[config.mk]
export PLATFORM = sky130hd
export DESIGN_NAME = int_seq_top
export DESIGN_NICKNAME = d
export VERILOG_FILES = /design/src/rtl/int_seq_pkg.sv /design/src/rtl/int_pend_track.sv /design/src/rtl/int_seq_ctrl.sv /design/src/rtl/int_frame_path.sv /design/src/rtl/int_seq_top.sv
export SDC_FILE = /design/constraint.sdc
export NUM_CORES = 1
export LEC_CHECK = 0
export BUFFER_PORTS_ARGS = -buffer_cell sky130_fd_sc_hd__buf_4
export CORE_ASPECT_RATIO = 0.75
export CORE_UTILIZATION = 30
export CTS_CLUSTER_DIAMETER = 30
export DETAILED_ROUTE_END_ITERATION = 6
export PLACE_DENSITY = 0.5
export SYNTH_ARGS = -nofsm -noshare
export SYNTH_HDL_FRONTEND = slang
export SYNTH_SLANG_ARGS = --single-unit
[constraint.sdc]
create_clock -name clk -period 2.4 [get_ports clk]
set_clock_uncertainty 0.1 [all_clocks]
set_input_delay 0.48 -clock clk [delete_from_list [all_inputs] [get_ports clk]]
set_output_delay 0.48 -clock clk [all_outputs]
set_load 0.005 [all_outputs]
[src/rtl/int_seq_pkg.sv]
package int_seq_pkg;

  typedef enum logic [3:0] {
    ST_IDLE,
    ST_RST_LO,
    ST_RST_HI,
    ST_WAIT,
    ST_PUSH_HI,
    ST_PUSH_LO,
    ST_PUSH_ST,
    ST_VEC_LO,
    ST_VEC_HI
  } seq_state_e;

  typedef enum logic [1:0] {
    SRC_RESET,
    SRC_NMI,
    SRC_IRQ
  } svc_kind_e;

  localparam int FLAG_I = 2;
  localparam int FLAG_B = 4;
  localparam int FLAG_U = 5;

  localparam logic [15:0] VEC_NMI_ADDR = 16'hFFFA;
  localparam logic [15:0] VEC_RST_ADDR = 16'hFFFC;
  localparam logic [15:0] VEC_IRQ_ADDR = 16'hFFFE;

  localparam int BUS_STEPS = 5;

  function automatic logic [15:0] vec_base(input svc_kind_e k);
    case (k)
      SRC_NMI: return VEC_NMI_ADDR;
      SRC_IRQ: return VEC_IRQ_ADDR;
      default: return VEC_RST_ADDR;
    endcase
  endfunction

  function automatic logic is_bus_state(input seq_state_e s);
    return (s == ST_RST_LO) || (s == ST_RST_HI) || (s == ST_PUSH_HI) ||
           (s == ST_PUSH_LO) || (s == ST_PUSH_ST) || (s == ST_VEC_LO) ||
           (s == ST_VEC_HI);
  endfunction

  function automatic logic is_push_state(input seq_state_e s);
    return (s == ST_PUSH_HI) || (s == ST_PUSH_LO) || (s == ST_PUSH_ST);
  endfunction

endpackage

[src/rtl/int_pend_track.sv]
module int_pend_track #(
  parameter int NSRC = 4,
  parameter int NMI_BIT = 0,
  parameter logic [NSRC-1:0] ONESHOT_MASK = '0
) (
  input  logic            clk,
  input  logic            rst_n,
  input  logic [NSRC-1:0] src_set,
  input  logic [NSRC-1:0] src_clr,
  input  logic            eval_en,
  input  logic            i_prev,
  input  logic            jammed,
  output logic            line,
  output logic            take,
  output logic            take_nmi
);

  localparam logic [NSRC-1:0] NMI_ONEHOT = {{(NSRC-1){1'b0}}, 1'b1} << NMI_BIT;
  localparam logic [NSRC-1:0] DROP_MASK  = NMI_ONEHOT | ONESHOT_MASK;

  logic [NSRC-1:0] pend;
  logic            evaluating;
  logic            nmi_pend;

  assign line       = |pend;
  assign nmi_pend   = pend[NMI_BIT];
  assign evaluating = eval_en & line;
  assign take_nmi   = nmi_pend;
  assign take       = evaluating & ~jammed & (nmi_pend | ~i_prev);

  // One flop per source; a set in the same cycle wins over any clear.
  for (genvar g = 0; g < NSRC; g++) begin : g_src
    always_ff @(posedge clk or negedge rst_n) begin
      if (!rst_n) begin
        pend[g] <= 1'b0;
      end else begin
        pend[g] <= src_set[g] |
                   (pend[g] & ~src_clr[g] & ~(evaluating & DROP_MASK[g]));
      end
    end
  end

  // an evaluation drops the non-maskable and one-shot bits
  a_r6_drop_on_eval: assert property (@(posedge clk) disable iff (!rst_n)
    evaluating |=> ((pend & DROP_MASK & ~$past(src_set)) == '0));

  // a set request is visible in the following cycle
  a_r2_set_lands: assert property (@(posedge clk) disable iff (!rst_n)
    (|src_set) |=> ((pend & $past(src_set)) == $past(src_set)));

endmodule

[src/rtl/int_seq_ctrl.sv]
module int_seq_ctrl
  import int_seq_pkg::*;
#(
  parameter int SVC_CYCLES = 7
) (
  input  logic       clk,
  input  logic       rst_n,
  input  logic       take,
  input  logic       take_nmi,
  input  logic       bus_fire,
  output seq_state_e state,
  output svc_kind_e  kind,
  output logic       busy,
  output logic       done
);

  localparam int WAIT_CYC = SVC_CYCLES - BUS_STEPS;
  localparam int CW       = (WAIT_CYC > 1) ? $clog2(WAIT_CYC) : 1;

  logic [CW-1:0] wait_cnt;

  assign busy = (state != ST_IDLE);

  always_ff @(posedge clk or negedge rst_n) begin
    if (!rst_n) begin
      state    <= ST_RST_LO;
      kind     <= SRC_RESET;
      wait_cnt <= '0;
      done     <= 1'b0;
    end else begin
      done <= 1'b0;
      case (state)
        ST_IDLE: begin
          if (take) begin
            kind     <= take_nmi ? SRC_NMI : SRC_IRQ;
            wait_cnt <= CW'(WAIT_CYC - 1);
            state    <= ST_WAIT;
          end
        end
        ST_WAIT: begin
          if (wait_cnt == '0) state <= ST_PUSH_HI;
          else                wait_cnt <= wait_cnt - 1'b1;
        end
        ST_RST_LO:  if (bus_fire) state <= ST_RST_HI;
        ST_RST_HI:  if (bus_fire) begin state <= ST_IDLE; done <= 1'b1; end
        ST_PUSH_HI: if (bus_fire) state <= ST_PUSH_LO;
        ST_PUSH_LO: if (bus_fire) state <= ST_PUSH_ST;
        ST_PUSH_ST: if (bus_fire) state <= ST_VEC_LO;
        ST_VEC_LO:  if (bus_fire) state <= ST_VEC_HI;
        ST_VEC_HI:  if (bus_fire) begin state <= ST_IDLE; done <= 1'b1; end
        default:    state <= ST_IDLE;
      endcase
    end
  end

  // done is a single pulse that follows the end of a busy stretch
  a_r9_done_after_busy: assert property (@(posedge clk) disable iff (!rst_n)
    done |-> (!busy && $past(busy)));

endmodule

[src/rtl/int_frame_path.sv]
module int_frame_path
  import int_seq_pkg::*;
#(
  parameter logic [7:0] STACK_PAGE = 8'h01
) (
  input  logic        clk,
  input  logic        rst_n,
  input  seq_state_e  state,
  input  svc_kind_e   kind,
  input  logic        capture,
  input  logic        bus_fire,
  input  logic [15:0] pc_in,
  input  logic [7:0]  p_in,
  input  logic [7:0]  s_in,
  input  logic [7:0]  bus_rdata,
  output logic [15:0] bus_addr,
  output logic        bus_we,
  output logic [7:0]  bus_wdata,
  output logic [15:0] pc_out,
  output logic [7:0]  p_out,
  output logic [7:0]  s_out
);

  logic [15:0] pc_q;
  logic [7:0]  p_q;
  logic [7:0]  sp;
  logic [7:0]  vec_lo;
  logic [7:0]  st_pushed;
  logic [7:0]  p_next;
  logic        hi_step;

  assign st_pushed = (p_q & ~(8'h1 << FLAG_B)) | (8'h1 << FLAG_U);
  assign hi_step   = (state == ST_VEC_HI) || (state == ST_RST_HI);

  always_comb begin
    bus_we    = is_push_state(state);
    bus_addr  = vec_base(kind) + {15'b0, hi_step};
    bus_wdata = 8'h00;
    if (is_push_state(state)) bus_addr = {STACK_PAGE, sp};
    case (state)
      ST_PUSH_HI: bus_wdata = pc_q[15:8];
      ST_PUSH_LO: bus_wdata = pc_q[7:0];
      ST_PUSH_ST: bus_wdata = st_pushed;
      default:    bus_wdata = 8'h00;
    endcase
  end

  always_comb begin
    p_next = p_q & ~(8'h1 << FLAG_B);
    if (kind == SRC_IRQ)   p_next = p_next | (8'h1 << FLAG_I);
    if (kind == SRC_RESET) p_next = 8'h1 << FLAG_I;
  end

  always_ff @(posedge clk or negedge rst_n) begin
    if (!rst_n) begin
      pc_q   <= '0;
      p_q    <= '0;
      sp     <= '0;
      vec_lo <= '0;
      pc_out <= '0;
      p_out  <= '0;
      s_out  <= '0;
    end else begin
      if (capture) begin
        pc_q <= pc_in;
        p_q  <= p_in;
        sp   <= s_in;
      end
      if (bus_fire) begin
        if (is_push_state(state)) sp <= sp - 8'd1;
        if ((state == ST_VEC_LO) || (state == ST_RST_LO)) vec_lo <= bus_rdata;
        if (hi_step) begin
          pc_out <= {bus_rdata, vec_lo};
          p_out  <= p_next;
          s_out  <= (kind == SRC_RESET) ? s_in : sp;
        end
      end
    end
  end

endmodule

[src/rtl/int_seq_top.sv]
module int_seq_top
  import int_seq_pkg::*;
#(
  parameter int NSRC = 4,
  parameter int NMI_BIT = 0,
  parameter logic [NSRC-1:0] ONESHOT_MASK = 4'b0010,
  parameter int SVC_CYCLES = 7,
  parameter logic [7:0] STACK_PAGE = 8'h01
) (
  input  logic            clk,
  input  logic            rst_n,
  input  logic [NSRC-1:0] irq_set,
  input  logic [NSRC-1:0] irq_clr,
  input  logic            boundary,
  input  logic            i_prev,
  input  logic            jammed,
  input  logic [15:0]     pc_in,
  input  logic [7:0]      p_in,
  input  logic [7:0]      s_in,
  output logic            irq_line,
  output logic            busy,
  output logic            done,
  output logic            jam_clr,
  output logic [15:0]     pc_out,
  output logic [7:0]      p_out,
  output logic [7:0]      s_out,
  output logic            bus_valid,
  input  logic            bus_ready,
  output logic            bus_we,
  output logic [15:0]     bus_addr,
  output logic [7:0]      bus_wdata,
  input  logic [7:0]      bus_rdata
);

  seq_state_e state;
  svc_kind_e  kind;
  logic       take;
  logic       take_nmi;
  logic       bus_fire;
  logic       eval_en;

  assign eval_en   = boundary & ~busy;
  assign bus_valid = is_bus_state(state);
  assign bus_fire  = bus_valid & bus_ready;
  assign jam_clr   = done & (kind == SRC_RESET);

  int_pend_track #(
    .NSRC(NSRC), .NMI_BIT(NMI_BIT), .ONESHOT_MASK(ONESHOT_MASK)
  ) u_pend (
    .clk(clk), .rst_n(rst_n), .src_set(irq_set), .src_clr(irq_clr),
    .eval_en(eval_en), .i_prev(i_prev), .jammed(jammed),
    .line(irq_line), .take(take), .take_nmi(take_nmi)
  );

  int_seq_ctrl #(.SVC_CYCLES(SVC_CYCLES)) u_ctrl (
    .clk(clk), .rst_n(rst_n), .take(take), .take_nmi(take_nmi),
    .bus_fire(bus_fire), .state(state), .kind(kind), .busy(busy), .done(done)
  );

  int_frame_path #(.STACK_PAGE(STACK_PAGE)) u_path (
    .clk(clk), .rst_n(rst_n), .state(state), .kind(kind), .capture(take),
    .bus_fire(bus_fire), .pc_in(pc_in), .p_in(p_in), .s_in(s_in),
    .bus_rdata(bus_rdata), .bus_addr(bus_addr), .bus_we(bus_we),
    .bus_wdata(bus_wdata), .pc_out(pc_out), .p_out(p_out), .s_out(s_out)
  );

  // a refused request is held unchanged
  a_r10_hold_request: assert property (@(posedge clk) disable iff (!rst_n)
    (bus_valid && !bus_ready) |=>
      (bus_valid && $stable(bus_addr) && $stable(bus_we) && $stable(bus_wdata)));

  // end of reset leaves only the I flag set
  a_r1_reset_status: assert property (@(posedge clk) disable iff (!rst_n)
    jam_clr |-> (done && p_out == 8'h04));

  // done lasts exactly one cycle
  a_r9_done_single: assert property (@(posedge clk) disable iff (!rst_n)
    done |=> !done);

endmodule

# Word level (Yosys, flattened, before mapping)
# Index checks and enable logic that the tools add are counted.
# classes
add_sub_neg	3
mul	0
n_div	0
order_cmp	0
eq_ne	18
shifts	0
mux	24
bitwise_logic	25
reduce_logical	21
# op_table
cell	count
2-to-1 mux 8 bit	5
2-to-1 mux 4 bit	8
case mux 4 bit (8 select lines)	1
case mux 8 bit (3 select lines)	1
adder 16 x 1 -> 16 bit	1
equality test 4 x 3 -> 1 bit, second input constant	4
2-to-1 mux 16 bit	1
!= test 2 bit, second input constant	7
AND 1 bit	12
logical OR 1 bit	10
equality test 4 x 2 -> 1 bit, second input constant	2
NOT 1 bit	8
AND reduction 2 bit	4
AND reduction 8 bit	1
subtractor 8 x 1 -> 8 bit, second input constant	1
case mux 3 bit (2 select lines)	1
bitwise OR 1 bit	5
equality test 4 x 1 -> 1 bit, second input constant	1
equality test 4 bit, second input constant	1
zero test 4 bit	1
2-to-1 mux 1 bit	4
nonzero test 4 bit	1
OR reduction 4 bit	1
2-to-1 mux 3 bit	1
9 further kinds	9
# totals
register_bits	84
latchBits	0
mem_bits_rw	0
mem_bits_ro	0
inputBits	54
wordCells	106
mem_count	0

# Logic depth before layout (Yosys ltp)
# logic_depth
ltp_word	10
ltp_mapped	8

# Modules after synthesis
# From an unflattened synthesis, not the netlist that was laid out.
# unflattened
cells_unflattened	365
hier_area_um2	4063.9
# modules_own_cells
module	instances	cells_per_inst	area_per_inst_um2	seq_area_each_um2
int_frame_path	1	294	3363.2	1751.7
int_seq_ctrl	1	47	450.4	201.4
int_pend_track	1	15	175.2	100.1
int_seq_top	1	9	75.1	0.0

# Worst setup path before layout
# No wires, ideal clock.
# synth_timing
path_type	register -> output
startpoint	register u_ctrl.state[2]
endpoint	output port bus_addr[1]
arrival_ns	1.686
path_slack_ns	0.134
stages_incl_launch_ff	6
path_buffers	1
path_cell_list	dfrtp_1 > clkbuf_1 > nand2b_1 > a21oi_1 > inv_1 > o21ai_0
# synth_via
elab_chain_len	4
# synth_lines
element	line	rtl
start: declaration	int_seq_ctrl.sv:11	output seq_state_e state,
start signal: assignment	int_seq_ctrl.sv:26	state <= ST_RST_LO;
start signal: assignment	int_seq_ctrl.sv:37	state <= ST_WAIT;
start signal: assignment	int_seq_ctrl.sv:41	if (wait_cnt == '0) state <= ST_PUSH_HI;
equality test 4 x 3 -> 1 bit	--	
logical OR 1 bit	--	
logical OR 1 bit (*)	--	
named net bus_we	int_seq_top.sv:29	output logic bus_we,
2-to-1 mux 16 bit (*)	int_frame_path.sv:39	if (is_push_state(state)) bus_addr = {STACK_PAGE, sp};
end: declaration	int_seq_top.sv:30	output logic [15:0] bus_addr,
# The timed path passes the listed nets; every way through them passes the cells marked *.

# Worst setup path after layout
# layout_timing
startpoint	register u_ctrl.state[3]
endpoint	output port bus_addr[5]
# layout_via
elab_chain_len	4
# layout_lines
element	line	rtl
equality test 4 bit (tied with other cells)	int_frame_path.sv:33	assign hi_step = (state == ST_VEC_HI) || (state == ST_RST_HI);
logical OR 1 bit, on equally long branches	int_frame_path.sv:33, int_seq_pkg.sv:46	
adder 16 x 1 -> 16 bit / logical OR 1 bit (equally long branches)	int_frame_path.sv:37, int_seq_pkg.sv:46	
2-to-1 mux 16 bit (*)	int_frame_path.sv:39	
# Every way passes the cells marked *; elsewhere a longest branch is shown, timed or not.

==> summary.md <==
| Metric | Value |
|---|---|
| Final worst path period need | around 2.3 ns |
| Vias in the first global route | approximately 3200 |
| Die area | between 10000 and 15000 um^2 |
| GR Util All Layers | 0.153 |
| R2R Setup Slk | about 0.25 ns |
| Wirelength, routed | about 9800 um |
| Main synth FF type | dfrtp_1 |
| Drt drc | 0 |
| Synthesis warning total | 0 |
| Tightest Pin Transition | 0.663 ns |
| Fin nets | about 600 |
| CTS tree | yes |
| Library cells used by synthesis | 49 |
| Hold crit path type | input port to asynchronous set/reset pin |
| Placed cell count | 695 |
| Final hold viol count | 0 |
| Worst skew pair latency | around 0.33 ns |
| Worst setup slack after placement | 0.274 ns |
| Vias per cell | 4.55 |
| Seq cells post-synth | between 80 and 90 |
| EDFF count, synth | 0 |
| Mapped Nets | between 400 and 500 |
| Pwr Density | ~1400 nW/um^2 |
| Reg2Reg Launch Point | u_ctrl.state[1] |
| Initial Util | 0.314 |
| Post-DP HPWL | roughly 7000 um |
| Initial DRC Count | ~160 |
| RSZ-0062 raised after global routing | true |
| Hold_ws | roughly 0.08 ns |
| Commonest non-fill, non-tap cell in the layout | nand2_1 |
| Clock tree root buffer cell | clkbuf_16 |
| Antenna Cells | 0 |
| Die width | 134 um |
| Vias | between 3000 and 4000 |
| Total CTS buffers | 9 |
| Fmax | roughly 430 MHz |
| Initial antenna violation count | 0 |
| Slew HR | 0.558 |
| Mapped Area | 3910 um^2 |
| Die Ht | 101 um |
| Detail Route Antenna Nets | 0 |
| Leakage power | roughly 0.0026 uW |
| Setup TNS after final layout | 0 ns |
| Fin cells | approximately 710 |
| Gate Count Post-Synth | roughly 430 |
| Row count | 35 |
| Average size of a mapped cell | just over 9 um^2 |
| Largest net degree at the start of global routing | 50 |
| Post-CTS Hold Fix Bufs | 0 |
| Sequential area share after synthesis | 0.525 |
| R2R depth | 7 |
| Depth of the CTS H-tree | 3 |
| Count of final setup violators | 0 |
| First-pass detailed-route iteration total | 4 |
| CP startpoint kind | flop |
| CP required | between 1.5 and 2 ns |
| Crit path arrival time | between 1.5 and 2 ns |
| CP Max Fanout | 12 |
| Layout cells sized above 1 | 0.315 |
| Worst Setup SP | u_ctrl.state[3] |
| Avg WL per Cell | ~14 um |
| Reg clk slew, reported paths | 0.06 ns |
| Crit share post-route | 0.960 |
| RR Endpoint | u_path.sp[2] |
| CTS Sinks | 82 |
| Core Region | 12500 um^2 |
| I/O pin count | around 120 |
| GR Overflow Total | 0 |
| GP Congestion | between 0.7 and 0.8 |
| Pins Over Slew Limit | 0 |
| Outcome | complete, no violations |
| Tot Pwr | between 7000 and 8000 uW |
| Crit Path Category | flop to output port |
| Area grow syn2layout | 36.1% |
| Global-route wire length before repair | 16200 um |
| Max-Cap Viols | 0 |
| Ys async rst share | 1.00 |
| Commonest cells after routing, fill and taps aside | nand2_1, buf_4, dfrtp_1 |
| CP endpoint | bus_addr[5] |
| Clock tree buffer depth | 2 |
| Maximum VDD drop | between 0.0004 and 0.0005 V |
| Crit. End Element | output port |
| PnR worst setup slack | around 0.096 ns |
| # port buffers | roughly 110 |
==> worst min path at each step <==
stage,endpoint,cells after the start,slack (ns),from
2_1_floorplan,u_ctrl.done,0,0.08,rst_n
3_3_place_gp,u_path.pc_out[0],2,0.34,u_path.vec_lo[0]
3_5_place_dp,u_path.pc_out[1],2,0.35,u_path.vec_lo[1]
4_1_cts,u_path.pc_out[1],1,0.1,rst_n
5_1_grt,u_path.vec_lo[1],1,0.13,rst_n
6_report,u_path.pc_out[1],1,0.08,rst_n
==> cells in the mapped netlist, types with 3 or more instances <==
| cell | n | share of area |
|---|---|---|
| a21o_1 | 3 | 0.0058 |
| a21oi_1 | 15 | 0.019 |
| buf_1 | 3 | 0.0029 |
| buf_2 | 4 | 0.0051 |
| buf_4 | 8 | 0.015 |
| clkbuf_1 | 13 | 0.012 |
| dfrtp_1 | 81 | 0.52 |
| ha_1 | 3 | 0.0096 |
| inv_1 | 11 | 0.011 |
| mux2_2 | 10 | 0.029 |
| mux2i_1 | 15 | 0.038 |
| nand2_1 | 146 | 0.14 |
| nand2b_1 | 13 | 0.021 |
| nand3_1 | 8 | 0.010 |
| nor2_1 | 24 | 0.023 |
| nor2b_1 | 6 | 0.0096 |
| nor3_1 | 6 | 0.0077 |
| o21ai_0 | 18 | 0.023 |
==> flip-flops by register name, summed over array words and instances (netlist names), 2 cells and up <==
name	flops
u_ctrl.kind	2
u_path.p_out	7
u_path.sp	8
u_pend.pend	3
u_path.p_q	7
u_ctrl.state	4
u_path.pc_q	16
u_path.pc_out	16
u_path.s_out	8
u_path.vec_lo	8
==> metrics by stage <==
stage                      util  area, um^2
after CTS                 0.424        5290
final                     0.427        5330
after global placement    0.397        4960
after detailed placement  0.397        4960
after global routing      0.427        5330
after floorplan               -        3910
==> routing by layer <==
| metal | share of wire | track usage | up-vias |
|---|---|---|---|
| met5 | 0 | 0 | - |
| met4 | 0.0084 | 0.0393 | 0 |
| met3 | 0.058 | 0.0417 | 9 |
| met2 | 0.41 | 0.228 | 96 |
| met1 | 0.52 | 0.219 | 1494 |
| li1 | - | - | 1642 |
==> critical path, cell delays in order, from the launching register on <==
cell      delay (ns)
dfrtp_1         0.40
buf_4           0.19
nand2b_2        0.22
a21oi_2         0.17
buf_4           0.20
nand2b_1        0.08
buf_4           0.13
==> what timing repair did <==
| item | CTS | global route |
|---|---|---|
| setup endpoints to repair | 2 | 15 |
| gates resized for setup | 2 | 8 |
| buffers inserted | 0 | 1 |
==> cell families (layout without fill, tap and decap cells) <==
| kind of cell | Yosys count | after routing | synth area share |
|---|---|---|---|
| simple gates | 216 | 216 | 0.240 |
| flops | 82 | 82 | 0.525 |
| compound gates | 60 | 60 | 0.103 |
| buf+inv | 42 | 157 | 0.0512 |
| mux | 25 | 25 | 0.0671 |
| fa+ha+maj | 3 | 3 | 0.00959 |
| other cells | 2 | 2 | 0.00192 |
| xor+xnor | 1 | 1 | 0.00224 |
==> power by group <==
part           switching [uW]  internal, uW  total [uW]
Clock                     571           941        1510
Sequential                434          2010        2440
Combinational            1580          1660        3240
==> cell type report <==
| class | count | area [um^2] |
|---|---|---|
| timing repair buffer | 128 | 997 |
| sequential | 82 | 2050 |
| clock buffer | 10 | 239 |
| inverter | 13 | 48.8 |
| multi-input combinational | 307 | 1690 |
| tap | 166 | 208 |
| clock inverter | 6 | 88.8 |
| fill | 1272 | 7150 |
Note: power is estimated with default switching activity, not from simulation.
